File: config.mk
export PLATFORM = sky130hd
export DESIGN_NAME = mem_pwr_ctl
export DESIGN_NICKNAME = d
export VERILOG_FILES = /design/src/rtl/mem_pwr_ctl.sv
export SDC_FILE = /design/constraint.sdc
export NUM_CORES = 1
export LEC_CHECK = 0
export ABC_AREA = 1
export CAP_MARGIN = 20
export CELL_PAD_IN_SITES_DETAIL_PLACEMENT = 1
export CELL_PAD_IN_SITES_GLOBAL_PLACEMENT = 2
export CORE_MARGIN = 2
export CORE_UTILIZATION = 31
export DETAILED_ROUTE_END_ITERATION = 8
export PLACE_DENSITY_LB_ADDON = 0.2
export SYNTH_ARGS = -nofsm -noshare
export SYNTH_HDL_FRONTEND = slang
export SYNTH_SLANG_ARGS = --single-unit
File: constraint.sdc
create_clock -name clk -period 3 [get_ports clk]
set_input_delay 0.45 -clock clk [delete_from_list [all_inputs] [get_ports clk]]
set_output_delay 0.45 -clock clk [all_outputs]
set_load 0.01 [all_outputs]
File: src/rtl/mem_pwr_ctl.sv
`timescale 1ns/1ps
module mem_pwr_ctl #(
  parameter int IF_W       = 4,
  parameter int CNT_W      = 32,
  parameter int WAKE_LIGHT = 1,
  parameter int WAKE_DEEP  = 6,
  parameter int WAKE_RET   = 2500,
  parameter int IDLE_LIMIT = 50000
) (
  input  logic             clk,
  input  logic             rst_n,
  input  logic             req_valid,
  output logic             req_ready,
  input  logic [IF_W-1:0]  inflight,
  input  logic             policy_sel,
  input  logic             task_done,
  input  logic             stats_clr,
  output logic [1:0]       pstate,
  output logic [CNT_W-1:0] res_full,
  output logic [CNT_W-1:0] res_light,
  output logic [CNT_W-1:0] res_deep,
  output logic [CNT_W-1:0] res_ret,
  output logic [CNT_W-1:0] lp_entries
);
  localparam int WW = $clog2(WAKE_RET + 1);
  localparam int IW = $clog2(IDLE_LIMIT + 1);
  localparam logic [1:0] M_FULL = 2'd0, M_LIGHT = 2'd1, M_DEEP = 2'd2, M_RET = 2'd3;

  logic [1:0]    mode, mode_nx;
  logic [WW-1:0] wait_q, wait_nx;
  logic [IW-1:0] quiet;

  wire waking    = wait_q != '0;
  wire long_idle = quiet >= IW'(IDLE_LIMIT - 1);
  wire sleeping  = mode == M_LIGHT || mode == M_DEEP;
  wire enter_lp  = mode == M_FULL && (mode_nx == M_LIGHT || mode_nx == M_DEEP);

  assign req_ready = mode == M_FULL && !waking;
  assign pstate    = mode;

  always_comb begin
    mode_nx = mode;
    wait_nx = waking ? wait_q - 1'b1 : '0;
    if (task_done) begin
      mode_nx = M_RET;
      wait_nx = '0;
    end else begin
      case (mode)
        M_FULL:
          if (!waking && inflight == '0 && !req_valid)
            mode_nx = policy_sel ? M_LIGHT : M_DEEP;
        M_LIGHT, M_DEEP:
          if (req_valid) begin
            mode_nx = M_FULL;
            wait_nx = (mode == M_LIGHT) ? WW'(WAKE_LIGHT) : WW'(WAKE_DEEP);
          end else if (long_idle) begin
            mode_nx = M_RET;
          end
        default:
          if (req_valid) begin
            mode_nx = M_FULL;
            wait_nx = WW'(WAKE_RET);
          end
      endcase
    end
  end

  always_ff @(posedge clk) begin
    if (!rst_n) begin
      mode   <= M_FULL;
      wait_q <= '0;
      quiet  <= '0;
    end else begin
      mode   <= mode_nx;
      wait_q <= wait_nx;
      if (req_valid) quiet <= '0;
      else if (!long_idle) quiet <= quiet + 1'b1;
    end
  end

  function automatic logic [CNT_W-1:0] bump(input logic [CNT_W-1:0] v);
    return (&v) ? v : v + 1'b1;
  endfunction

  always_ff @(posedge clk) begin
    if (!rst_n || stats_clr) begin
      res_full   <= '0;
      res_light  <= '0;
      res_deep   <= '0;
      res_ret    <= '0;
      lp_entries <= '0;
    end else begin
      if (mode == M_FULL)  res_full  <= bump(res_full);
      if (mode == M_LIGHT) res_light <= bump(res_light);
      if (mode == M_DEEP)  res_deep  <= bump(res_deep);
      if (mode == M_RET)   res_ret   <= bump(res_ret);
      if (enter_lp)        lp_entries <= bump(lp_entries);
    end
  end


  busy_hold_chk: assert property (@(posedge clk) disable iff (!rst_n)
    (mode == M_FULL && inflight != '0 && !task_done) |=> mode == M_FULL);


  wake_gate_chk: assert property (@(posedge clk) disable iff (!rst_n)
    (mode != M_FULL && req_valid && !task_done) |=> (mode == M_FULL && !req_ready));


  sleep_hold_chk: assert property (@(posedge clk) disable iff (!rst_n)
    (sleeping && !req_valid && !task_done && !long_idle) |=> $stable(mode));


  force_ret_chk: assert property (@(posedge clk) disable iff (!rst_n)
    task_done |=> mode == M_RET);


  sat_hold_chk: assert property (@(posedge clk) disable iff (!rst_n)
    (&res_ret && !stats_clr) |=> &res_ret);


  clear_chk: assert property (@(posedge clk) disable iff (!rst_n)
    stats_clr |=> (res_full == '0 && res_light == '0 && res_deep == '0 && res_ret == '0 && lp_entries == '0));
endmodule

==> flow_metrics.tcl <==
set metrics [dict create \
    grt_first_pass_wirelength_um 60200 \
    maxSlewViolCount 0 \
    route.met2.wl_um 17200 \
    initial_core_util_pct 31.7 \
    ctsResizeCount 0 \
    max_slew_margin_pct 48.8 \
    netlist_top_cells_count "nand2_1, dfxtp_1, inv_1" \
    hold_path.startpoint "res_full[4]$_SDFFE_PP0P_" \
    routed_via_density 4.95 \
    r2r_end "lp_entries[21]$_SDFFE_PP0P_" \
    insertion_delay_ps 450 \
    critPathKind "reg2out" \
    hold_violations 0 \
    arrival_ps 2310 \
    die_h_um 190 \
    htreeDepth 4 \
    fin_crit_sh_pct 92.0 \
    syn_inst 1640 \
    yosysTopAreaCell "dfxtp_1" \
    routed_wl_um 36800 \
    drc 0 \
    cts_sinks 190 \
    port_buffers 172 \
    dr_total_vias 11200 \
    cap_violations 0 \
    rsz0062_at_grt "no" \
    synthesis.area_um2 10700 \
    synth-async-reset-ratio_pct 0 \
    critPathLaunchType "register" \
    gp_congestion 0.850 \
    nets 1832 \
    grt.total_usage_pct 20.7 \
    p_leak_nw 4.45 \
    yosysSeqAreaShare_pct 35.7 \
    wl_met3_um 1070 \
    antenna_found_initial 0 \
    fp.dieW_um 190 \
    worstHoldEndpoint "res_full[4]$_SDFFE_PP0P_" \
    grt_max_degree 59 \
    hpwl_um 28100 \
    post-synth-top-count-cell "nand2_1" \
    status "complete, no violations" \
    yosys_warnings 0 \
    reg2reg_slack_ps 480 \
    post_cts_buffers 0 \
    final-setup-viol-count 0 \
    synth_top_area_share_pct 35.7 \
    worst_slew_pin_slew_ps 768 \
    drive_gt1_share_pct 3.68 \
    drtAntennaViolNets 0 \
    ios 173 \
    whs_path_depth 2 \
    ys_types 36 \
    hold_buffers 0 \
    finalSetupTns_ps 0 \
    cp_data_required_time_ps 2550 \
    ir_worst_vdd_mv 0.684 \
    drt_first_pass_iters 5 \
    overflow 0 \
    fill_cells 4389 \
    cts_buffer_depth 2 \
    coreArea_um2 33700 \
    synthFlopType "dfxtp_1" \
    numCtsBuffers 17 \
    ys_top_cells_by_area "dfxtp_1, nand2_1, a21oi_1, inv_1, nor2_1" \
    post-route-util_pct 40.0 \
    cts_tree "yes" \
    drt_iter0_markers 439 \
    cp-end-kind "primary output" \
    fin_skew_ps 9.59 \
    ff2ff_path_depth 14 \
    synth-edff-count 0 \
    avgSynthCellArea_um2 6.50 \
    area_delta_synth_final_pct 26.4 \
    wire_per_inst_um 16.2 \
    syn-num-nets 1663 \
    top_layer "met4" \
    fp-row-count 67 \
    cts_root_buffer "clkbuf_16" \
    min_period_ps 2760 \
    crit_path_max_fanout 6 \
    r2r-start "pstate[0]$_SDFF_PN0_" \
    clk_transition_reported_paths_ps 70 \
    power.density_nw_per_um2 449 \
    fmax_ghz 0.362 \
    hold_path.class "reg2reg" \
    synth-seq-cells 190 \
    grt_pass1_vias 11500 \
    die_area_um2 35900 \
    met1_length_um 17900 \
    antenna_cells 0 \
]
## placed cells by master, fill, tap and decap left out, types with 6 or more instances in the layout
cell	netlist	routed
a21oi_1	152	152
buf_4	1	17
clkbuf_16	0	17
clkdlybuf4s50_1	0	172
dfxtp_1	190	190
ha_1	13	12
inv_1	189	188
inv_2	5	6
nand2_1	408	408
nand3_1	102	102
nand4_1	37	37
nor2_1	176	175
nor3_1	110	110
nor3b_1	8	8
nor4_1	31	31
o21a_1	6	6
o21ai_0	64	64
xnor2_1	16	16
xor2_1	59	59
## registers in the layout, summed over array words and instances (netlist names)
| signal | flops |
|---|---|
| res_ret | 32 |
| res_light | 32 |
| quiet | 16 |
| lp_entries | 32 |
| pstate | 2 |
| res_full | 32 |
| wait_q | 12 |
| res_deep | 32 |
## cell type report
cell class                      count  area (um2)  area share (%)
Multi-Input combinational cell   1215        5950            44.1
Sequential cell                   190        3800            28.2
Timing Repair Buffer              190        1870            13.9
Inverter                          195         732            5.43
Tap cell                          448         561            4.16
Clock buffer                       23         478            3.54
Clock inverter                      7        87.6           0.650
## routing by layer
layer | vias up | track usage, %
met1 | 5329 | 27.0
met5 | - | 0
met4 | 0 | 6.17
li1 | 5700 | -
met3 | 36 | 3.43
met2 | 152 | 35.0
## kinds of logic after synthesis
| logic type | after synthesis | synth area share [%] |
|---|---|---|
| buf+inv | 235 | 8.64 |
| flops | 190 | 35.7 |
| compound gates | 235 | 11.5 |
| fa+ha+maj | 13 | 1.52 |
| simple gates | 892 | 36.6 |
| xor+xnor | 75 | 6.16 |
## stage by stage
stage	cells	setup WS [ps]	power [mW]	hold slack, ps	area, um2
floorplan	1640	933	3.51	437	10700
global placement	2238	447	3.80	456	12900
detailed placement	2238	330	3.82	479	12900
CTS	2268	75.6	6.16	490	13500
global route	2268	112	6.39	516	13500
finish	2268	240	6.06	490	13500
## where the power goes
part | switching, mW | internal [mW] | total [mW]
sequential | 0.0596 | 2.58 | 2.64
clock | 1.03 | 1.28 | 2.31
combinational | 0.710 | 0.396 | 1.11
## worst max-delay path, cell delays in order, from the launching register on
cell and delay, ps:
dfxtp_1 370, inv_1 160, ha_2 310, inv_1 140, nor4_1 290, clkdlybuf4s50_1 580
## worst max-delay path by stage
stage | slack, ps | startpoint | endpoint | cells past startpoint
floorplan | 930 | pstate[0]$_SDFF_PN0_ | lp_entries[25]$_SDFFE_PP0P_ | 15
global placement | 450 | req_valid | lp_entries[30]$_SDFFE_PP0P_ | 13
detailed placement | 330 | req_valid | lp_entries[21]$_SDFFE_PP0P_ | 13
CTS | 80 | pstate[1]$_SDFF_PN0_ | req_ready | 5
global route | 110 | pstate[1]$_SDFF_PN0_ | req_ready | 5
finish | 240 | pstate[1]$_SDFF_PN0_ | req_ready | 5
(Power assumes the default switching activity.)
